[src/rtl/crs_pkg.sv]
package crs_pkg;

  typedef enum logic [2:0] {
    COND_ALWAYS = 3'd0,
    COND_CY     = 3'd1,
    COND_NCY    = 3'd2,
    COND_ZR     = 3'd3,
    COND_NZR    = 3'd4,
    COND_NEG    = 3'd5
  } cond_e;

  typedef struct packed {
    logic cy;
    logic zr;
    logic neg;
  } flags_t;

  function automatic logic cond_holds(input logic [2:0] sel, input flags_t f);
    logic r;
    case (sel)
      COND_ALWAYS: r = 1'b1;
      COND_CY:     r = f.cy;
      COND_NCY:    r = ~f.cy;
      COND_ZR:     r = f.zr;
      COND_NZR:    r = ~f.zr;
      COND_NEG:    r = f.neg;
      default:     r = 1'b0;
    endcase
    return r;
  endfunction

endpackage

[src/rtl/crs_rst_sync.sv]
module crs_rst_sync (
  input  logic clk,
  input  logic rst_n,
  output logic rst_sync_n
);
  logic [1:0] sync_q;

  always_ff @(posedge clk or negedge rst_n) begin
    if (!rst_n) sync_q <= 2'b00;
    else        sync_q <= {sync_q[0], 1'b1};
  end

  assign rst_sync_n = sync_q[1];
endmodule

[src/rtl/crs_cond_eval.sv]
module crs_cond_eval
  import crs_pkg::*;
#(
  parameter int ACC_W = 8
) (
  input  logic [2:0]       cond_sel,
  input  logic             flag_c,
  input  logic             flag_s,
  input  logic [ACC_W-1:0] acc,
  output logic             cond_true
);
  flags_t flags;

  always_comb begin
    flags.cy  = flag_c;
    flags.zr  = (acc == '0);
    flags.neg = flag_s;
    cond_true = cond_holds(cond_sel, flags);
  end
endmodule

[src/rtl/crs_stack_mem.sv]
module crs_stack_mem #(
  parameter int DEPTH  = 8,
  parameter int ADDR_W = 16,
  localparam int PTR_W = $clog2(DEPTH)
) (
  input  logic              clk,
  input  logic              rst_n,
  input  logic              wr_en,
  input  logic [PTR_W-1:0]  wr_ptr,
  input  logic [ADDR_W-1:0] wr_data,
  input  logic [PTR_W-1:0]  rd_ptr,
  output logic [ADDR_W-1:0] rd_data
);
  logic [ADDR_W-1:0] ent_q [DEPTH];

  for (genvar g = 0; g < DEPTH; g++) begin : g_ent
    logic              ent_en;
    logic [ADDR_W-1:0] ent_d;

    always_comb begin
      ent_en = wr_en && (wr_ptr == PTR_W'(g));
      ent_d  = wr_data;
    end

    always_ff @(posedge clk or negedge rst_n) begin
      if (!rst_n)      ent_q[g] <= '0;
      else if (ent_en) ent_q[g] <= ent_d;
    end
  end

  assign rd_data = ent_q[rd_ptr];
endmodule

[src/rtl/crs_ptr_ctrl.sv]
module crs_ptr_ctrl #(
  parameter int DEPTH = 8,
  localparam int PTR_W = $clog2(DEPTH),
  localparam int CNT_W = $clog2(DEPTH + 1)
) (
  input  logic             clk,
  input  logic             rst_n,
  input  logic             push,
  input  logic             pop,
  output logic [PTR_W-1:0] wr_ptr,
  output logic [PTR_W-1:0] rd_ptr,
  output logic [CNT_W-1:0] depth,
  output logic             uflow
);
  logic [PTR_W-1:0] sp_q, sp_d;
  logic [CNT_W-1:0] cnt_q, cnt_d;
  logic             uf_q, uf_d;
  logic             st_en;

  always_comb begin
    sp_d  = sp_q;
    cnt_d = cnt_q;
    uf_d  = uf_q;
    st_en = push | pop;
    if (push) begin
      sp_d = sp_q + PTR_W'(1);
      if (cnt_q != CNT_W'(DEPTH)) cnt_d = cnt_q + CNT_W'(1);
    end else if (pop) begin
      sp_d = sp_q - PTR_W'(1);
      if (cnt_q == '0) uf_d  = 1'b1;
      else             cnt_d = cnt_q - CNT_W'(1);
    end
  end

  always_ff @(posedge clk or negedge rst_n) begin
    if (!rst_n) begin
      sp_q  <= '0;
      cnt_q <= '0;
      uf_q  <= 1'b0;
    end else if (st_en) begin
      sp_q  <= sp_d;
      cnt_q <= cnt_d;
      uf_q  <= uf_d;
    end
  end

  assign wr_ptr = sp_q;
  assign rd_ptr = sp_q - PTR_W'(1);
  assign depth  = cnt_q;
  assign uflow  = uf_q;
endmodule

[src/rtl/cond_ret_stack.sv]
module cond_ret_stack #(
  parameter int DEPTH  = 8,
  parameter int ADDR_W = 16,
  parameter int ACC_W  = 8,
  localparam int PTR_W = $clog2(DEPTH),
  localparam int CNT_W = $clog2(DEPTH + 1)
) (
  input  logic              clk,
  input  logic              rst_n,
  input  logic              call_req,
  input  logic              ret_req,
  input  logic [2:0]        cond_sel,
  input  logic              flag_c,
  input  logic              flag_s,
  input  logic [ACC_W-1:0]  acc,
  input  logic [ADDR_W-1:0] cur_ip,
  input  logic [ADDR_W-1:0] call_target,
  output logic [ADDR_W-1:0] ip_next,
  output logic              ip_load,
  output logic [CNT_W-1:0]  depth,
  output logic              stk_empty,
  output logic              stk_full,
  output logic              underflow
);
  logic              rst_sync_n;
  logic              cond_true;
  logic              push, pop;
  logic [PTR_W-1:0]  wr_ptr, rd_ptr;
  logic [ADDR_W-1:0] ret_addr;
  logic [ADDR_W-1:0] link_addr;
  logic [ADDR_W-1:0] ip_d, ip_q;
  logic              ip_en;
  logic              load_q;

  crs_rst_sync u_rst (
    .clk        (clk),
    .rst_n      (rst_n),
    .rst_sync_n (rst_sync_n)
  );

  crs_cond_eval #(.ACC_W(ACC_W)) u_cond (
    .cond_sel  (cond_sel),
    .flag_c    (flag_c),
    .flag_s    (flag_s),
    .acc       (acc),
    .cond_true (cond_true)
  );

  always_comb begin
    push      = call_req;
    pop       = ret_req & ~call_req & cond_true;
    link_addr = cur_ip + ADDR_W'(1);
  end

  crs_ptr_ctrl #(.DEPTH(DEPTH)) u_ptr (
    .clk    (clk),
    .rst_n  (rst_sync_n),
    .push   (push),
    .pop    (pop),
    .wr_ptr (wr_ptr),
    .rd_ptr (rd_ptr),
    .depth  (depth),
    .uflow  (underflow)
  );

  crs_stack_mem #(.DEPTH(DEPTH), .ADDR_W(ADDR_W)) u_mem (
    .clk     (clk),
    .rst_n   (rst_sync_n),
    .wr_en   (push),
    .wr_ptr  (wr_ptr),
    .wr_data (link_addr),
    .rd_ptr  (rd_ptr),
    .rd_data (ret_addr)
  );

  always_comb begin
    ip_en = push | pop;
    ip_d  = push ? call_target : ret_addr;
  end

  always_ff @(posedge clk or negedge rst_sync_n) begin
    if (!rst_sync_n)  ip_q <= '0;
    else if (ip_en)   ip_q <= ip_d;
  end

  always_ff @(posedge clk or negedge rst_sync_n) begin
    if (!rst_sync_n) load_q <= 1'b0;
    else             load_q <= ip_en;
  end

  assign ip_next   = ip_q;
  assign ip_load   = load_q;
  assign stk_empty = (depth == '0);
  assign stk_full  = (depth == CNT_W'(DEPTH));
endmodule

[config.mk]
export PLATFORM = sky130hd
export DESIGN_NAME = cond_ret_stack
export DESIGN_NICKNAME = d
export VERILOG_FILES = /design/src/rtl/crs_pkg.sv /design/src/rtl/crs_rst_sync.sv /design/src/rtl/crs_cond_eval.sv /design/src/rtl/crs_stack_mem.sv /design/src/rtl/crs_ptr_ctrl.sv /design/src/rtl/cond_ret_stack.sv
export SDC_FILE = /design/constraint.sdc
export NUM_CORES = 1
export LEC_CHECK = 0
export ABC_CLOCK_PERIOD_IN_PS = 5500
export BUFFER_PORTS_ARGS = -buffer_cell sky130_fd_sc_hd__buf_4
export CAP_MARGIN = 20
export CORE_ASPECT_RATIO = 1.4
export CORE_MARGIN = 3
export CORE_UTILIZATION = 44
export CTS_CLUSTER_SIZE = 10
export DETAILED_ROUTE_END_ITERATION = 7
export GPL_TIMING_DRIVEN = 0
export RECOVER_POWER = 25
export SETUP_SLACK_MARGIN = 0.02
export SYNTH_ARGS = -nofsm -noshare
export SYNTH_HDL_FRONTEND = slang
export SYNTH_SLANG_ARGS = --single-unit
[constraint.sdc]
create_clock -name clk -period 5.5 [get_ports clk]
set_input_delay 1.1 -clock clk [delete_from_list [all_inputs] [get_ports clk]]
set_output_delay 1.1 -clock clk [all_outputs]
set_load 0.1 [all_outputs]
==> results of run 1 <==
-- metrics by stage --
stage / cells / total power (uW)
after floorplan: 668 / 3530
after detailed placement: 938 / 4170
final: 970 / 5310
after global placement: 936 / 4070
after global routing: 970 / 5640
after CTS: 970 / 5340
-- Yosys cell counts, drive strengths merged (2+ instances only) --
cell type / number / area, sq um
dfrtp: 155 / 3880
nand2: 152 / 571
o21ai: 124 / 621
clkbuf: 36 / 135
mux4: 33 / 743
nor2: 19 / 71.3
a211oi: 16 / 133
nor2b: 15 / 93.8
o31ai: 15 / 113
nand3: 13 / 65.1
ha: 10 / 125
buf: 9 / 52.6
mux2: 9 / 101
xor2: 9 / 78.8
xnor2: 8 / 70.1
inv: 6 / 22.5
and3: 5 / 31.3
nor3: 5 / 30.0
a21o: 2 / 15.0
a311o: 2 / 20.0
and2: 2 / 12.5
and4: 2 / 17.5
mux2i: 2 / 20.0
nand4b: 2 / 17.5
nor4b: 2 / 17.5
or4: 2 / 18.8
-- worst min-delay path by stage --
stage          slack (ns)  depth (start not counted)                         to
6_report             0.35                          0  u_rst.sync_q[1]$_DFF_PN0_
5_1_grt              0.37                          0  u_rst.sync_q[1]$_DFF_PN0_
3_5_place_dp         0.34                          0  u_rst.sync_q[1]$_DFF_PN0_
3_3_place_gp         0.34                          0  u_rst.sync_q[1]$_DFF_PN0_
4_1_cts              0.35                          0  u_rst.sync_q[1]$_DFF_PN0_
2_1_floorplan        0.33                          0  u_rst.sync_q[1]$_DFF_PN0_
-- cell families after synthesis --
family,after synthesis,share of synthesized area (%)
other cells,1,0.0523
compound gates,164,13.1
buf+inv,52,2.98
xor+xnor,17,2.08
flops,155,54.1
mux,44,12.0
fa+ha+maj,11,2.02
simple gates,224,13.6
-- final cells by class --
type                            instances  area (sq um)  share of cell area, %
Sequential cell                       155          3880                   45.0
Multi-Input combinational cell        461          3080                   35.8
Timing Repair Buffer                   74           592                   6.87
Clock buffer                           20           457                   5.30
Tap cell                              196           245                   2.85
Buffer                                 45           188                   2.18
Clock inverter                         12           141                   1.64
Inverter                                7          26.3                  0.305
-- registers in the layout, indices dropped and copies added, names as in the netlist --
name / flops
u_rst.sync_q: 2
u_ptr.depth: 4
u_ptr.wr_ptr: 3
ip_load: 1
u_ptr.uflow: 1
ip_next: 16
u_mem.ent_q: 128
-- report_power, final --
group / leakage [uW] / switching [uW] / total [uW] / internal (uW)
Clock: 0.000287 / 477 / 1170 / 697
Sequential: 0.00193 / 276 / 1900 / 1620
Combinational: 0.00167 / 1350 / 2240 / 898
Total: 0.00389 / 2100 / 5310 / 3220
-- routing by layer --
metal,GRT usage [%],routed length [microns],part of all wire (%)
met4,7.41,400,2.1
met5,0,0,0
met1,26.8,7540,40
met2,39.4,9980,53
met3,4.50,1010,5.3
-- critical path, cell delays in order (launching register included) --
cell      delay, ns
dfrtp_1        0.41
buf_2          0.23
buf_2          0.37
inv_1          0.18
ha_1           0.31
clkbuf_1       0.32
clkbuf_1       0.60
mux4_2         0.42
a211oi_1       0.46
o31ai_1        0.13
==> impl_metrics.ini, run 1 <==
[sta]
setup_violations = 0
relSlewSlack_pct = -20.0
rsz0062_at_grt = no
layout_min_cycle_time_ns = 3.58
final_hold_viol_count = 0
worstMarginPinSlew_ns = 1.80
fmax_mhz = 279
worst_slack_ns = 1.92
skew_ns = 0.00605
fin_hold_ws_ns = 0.352
fin_crit_sh_pct = 65.1
tns_ns = 0
drv_slew = 39

[cells_and_area]
fin_area_sq_um = 8610
layout.filler_cells = 1404
nets = 821
n_antenna_cell = 0
utilization_pct = 54.5
area_growth_pct = 20.0
drive_above_1_share_pct = 20.4
final_common_cell = dfrtp_1
final_cell_mix = dfrtp_1 (155), nand2_1 (152), o21ai_0 (115)

[detailed_routing]
drt_first_iter_violations = 380
wirelength_microns = 18900
routedWlPerCell_microns = 19.5
first_pass_iters = 5
vias_per_cell = 5.67
antenna_left = 0
drc_errors = 0
dr_total_vias = 5503

[logic_synthesis]
postSynthCellCount = 668
syn_avg_cell_area_sq_um = 10.7
yosysWarnings = 0
synth_cell_types = 44
synth-seq-cells = 155
syn_area_sq_um = 7180
ys.flop_type = dfrtp_1
synth_edf_count = 0
syn_nets = 728
ys_async_sr_fraction_pct = 100
yosysSeqAreaShare_pct = 54.1

[critical_path]
r2r-start = u_ptr.wr_ptr[0]$_DFFE_PN0P_
worstSetupStartpointType = register
startpoint = u_ptr.wr_ptr[0]$_DFFE_PN0P_
endpoint = ip_next[11]$_DFFE_PN0P_
rr_worst_depth = 9
critPathKind = register to register
crit_arrival_ns = 3.87
worstPathMaxFanout = 10
crit_path_end_kind = register
r2r_setup_slack_ns = 1.92
critPathRequiredTime_ns = 5.79
r2r-end = ip_next[11]$_DFFE_PN0P_

[floorplan]
core_area_sq_um = 15800
rows = 54
die_h_microns = 157
io_pins = 73
dieWidth_microns = 114
start_util_pct = 45.4
dieArea_sq_um = 17900

[clocking]
cts_resized = 0
cts.path.max_buffers = 2
clock-sinks = 155
cts_max_level = 4
clk_pin_slew_ns = 0.06
cts_tree = yes
cts_root_buf = clkbuf_16
clock_latency_ns = 0.42
hold_buffers = 0
cts_buffers = 17
postCtsSetupBuffers = 0

[global_routing]
antenna_found_initial = 0
grt_overflow = 0
grt_pass1_vias = 5854
grt_max_degree = 65
grt_pass1_wl_microns = 30600
track_usage_pct = 22.1

[power_and_ir_drop]
ir_worst_vdd_mv = 0.417
power_density_nw_per_um2 = 617
leakage_uw = 0.00389

[place]
dp_hpwl_microns = 14300
preCtsSetupSlack_ns = 1.95
placed_cell_area_sq_um = 8020
routabilityCongestion = 0.862
portBuffers = 72

[run]
cap_viol_max_count = 1

[run_status]
failed_checks = capacitance limit, slew limit
run_status = finished with violations

[hold_path]
min_from = u_rst.sync_q[0]$_DFF_PN0_
hold_path_class = register to register
Power figures use the tool's default switching activity.
==> run 2: changes to the inputs <==
- ABC_CLOCK_PERIOD_IN_PS: 5500 -> 3610
- clock period: 5.5 -> 3.61 ns (I/O delays scaled with it)
==> impl_metrics.ini, run 2 (synthesis results as in run 1) <==
[run_status]
run_status = finished with violations
failed_checks = capacitance limit, slew limit

[detailed_routing]
vias_per_cell = 5.72
drt_first_iter_violations = 347
drc_errors = 0
wirelength_microns = 19100
routedWlPerCell_microns = 19.8
antenna_left = 0
first_pass_iters = 4
dr_total_vias = 5539

[place]
dp_hpwl_microns = 14500
placed_cells = 938
routabilityCongestion = 0.860
portBuffers = 72

[cells_and_area]
largest_register = u_mem.ent_q
nets = 820
n_antenna_cell = 0
final_common_cell = dfrtp_1
regArea_sq_um = 3880
multi_input_area_sq_um = 3080
final_cell_mix = dfrtp_1 (155), nand2_1 (152), o21ai_0 (115)
area_growth_pct = 20.3
layout.filler_cells = 1406
largest_register_ffs = 128
drive_above_1_share_pct = 20.6
fin_cells = 968

[critical_path]
r2r-start = u_ptr.wr_ptr[0]$_DFFE_PN0P_
cp_top_family = buffers and inverters
slowest_stage = ha_1
startpoint = u_ptr.wr_ptr[0]$_DFFE_PN0P_
max_stage_delay_ns = 0.52
worstPathMaxFanout = 10
path_common_cell = buf_2
crit_arrival_ns = 3.45
worstSetupStartpointType = register
critPathKind = register to register
crit_chain = buf_2 > buf_2 > inv_1 > ha_1 > clkbuf_2 > mux4_2 > nor2b_1 > a211oi_1 > o31ai_1
critPathBufInv = 4
crit_path_end_kind = register
critPathRequiredTime_ns = 3.89

[sta]
worstMarginPinSlew_ns = 2.36
setup_violations = 0
tns_ns = 0
rsz0062_at_grt = no
fmax_mhz = 316
drv_slew = 55
fin_crit_sh_pct = 87.6
relSlewSlack_pct = -57.2
final_hold_viol_count = 0
layout_min_cycle_time_ns = 3.16
skew_ns = 0.00931

[floorplan]
rows = 54
dieWidth_microns = 114
die_h_microns = 157
io_pins = 73
start_util_pct = 45.4
core_area_sq_um = 15800
dieArea_sq_um = 17900

[clocking]
cts_max_level = 4
clk_pin_slew_ns = 0.06
cts.path.max_buffers = 2
clock_latency_ns = 0.42
cts_tree = yes
clock-sinks = 155
hold_buffers = 0
cts_buffers = 17
cts_root_buf = clkbuf_16

[global_routing]
grt_pass1_vias = 5784
track_usage_pct = 22.5
grt_max_degree = 57
grt_pass1_wl_microns = 31100
grt_overflow = 0
antenna_found_initial = 0

[run]
cap_viol_max_count = 1

[power_and_ir_drop]
ir_worst_vdd_mv = 0.662
leakage_uw = 0.00391
power_density_nw_per_um2 = 950

[hold_path]
hold_path_class = primary input to asynchronous set/reset pin
## run 2: changes by cell type in the layout (fill, tap and decap cells not counted), sizes merged
cell / previous run / this run
clkbuf: 57 / 56
inv: 7 / 6
clkinvlp: 2 / 0
bufinv: 2 / 4
## run 2: repair_timing
action                                  4_1_cts  5_1_grt
cloned                                        0        0
gates resized for setup                       1        4
buffers inserted                              0        0
endpoints found under the setup margin        2       11
## run 2: layout make-up
class	count	share of cell area, %
Buffer	44	2.17
Sequential cell	155	44.9
Tap cell	196	2.84
Inverter	7	0.304
Clock inverter	11	1.97
Multi-Input combinational cell	461	35.7
Timing Repair Buffer	74	6.86
Clock buffer	20	5.18
## run 2: path summary, 6_finish.rpt
| kind | end | slack (ns) | cells past startpoint |
|---|---|---|---|
| setup / recovery | ip_next[13]$_DFFE_PN0P_ | 0.45 | 9 |
| max in group asynchronous | u_mem.ent_q[70]$_DFFE_PN0P_ | 1.26 | 0 |
| hold reg to reg | u_rst.sync_q[1]$_DFF_PN0_ | 0.35 | 0 |
| min in group clk | u_rst.sync_q[1]$_DFF_PN0_ | 0.35 | 0 |
| setup reg to reg | ip_next[13]$_DFFE_PN0P_ | 0.45 | 9 |
| hold / removal | u_rst.sync_q[0]$_DFF_PN0_ | 0.08 | 1 |
## run 2: power by group
part           leakage [uW]  internal [uW]  switching, uW  total (uW)
sequential          0.00193           2470            443        2910
combinational       0.00168           1380           2030        3400
clock              0.000304           1170            704        1880
## run 2: stage by stage
stage | cell area, sq um | util [%] | worst slack [ns] | hold slack [ns] | total power [uW]
after global placement | 7960 | 50.4 | 0.0807 | 0.337 | 6200
after detailed placement | 8020 | 50.7 | 0.0579 | 0.340 | 6350
after global routing | 8630 | 54.6 | 0.177 | 0.0754 | 8700
after CTS | 8640 | 54.6 | 0.0222 | 0.0609 | 8250
after floorplan | 7180 | - | 0.201 | 0.331 | 5370
final | 8630 | 54.6 | 0.447 | 0.0779 | 8190
## run 2: routing by layer
layer | vias up | global-route usage (%) | routed length (microns)
li1 | 2539 | - | -
met1 | 2771 | 27.2 | 7560
met2 | 191 | 40.2 | 10200
met3 | 38 | 3.62 | 992
met4 | 0 | 8.43 | 380
met5 | - | 0 | 0
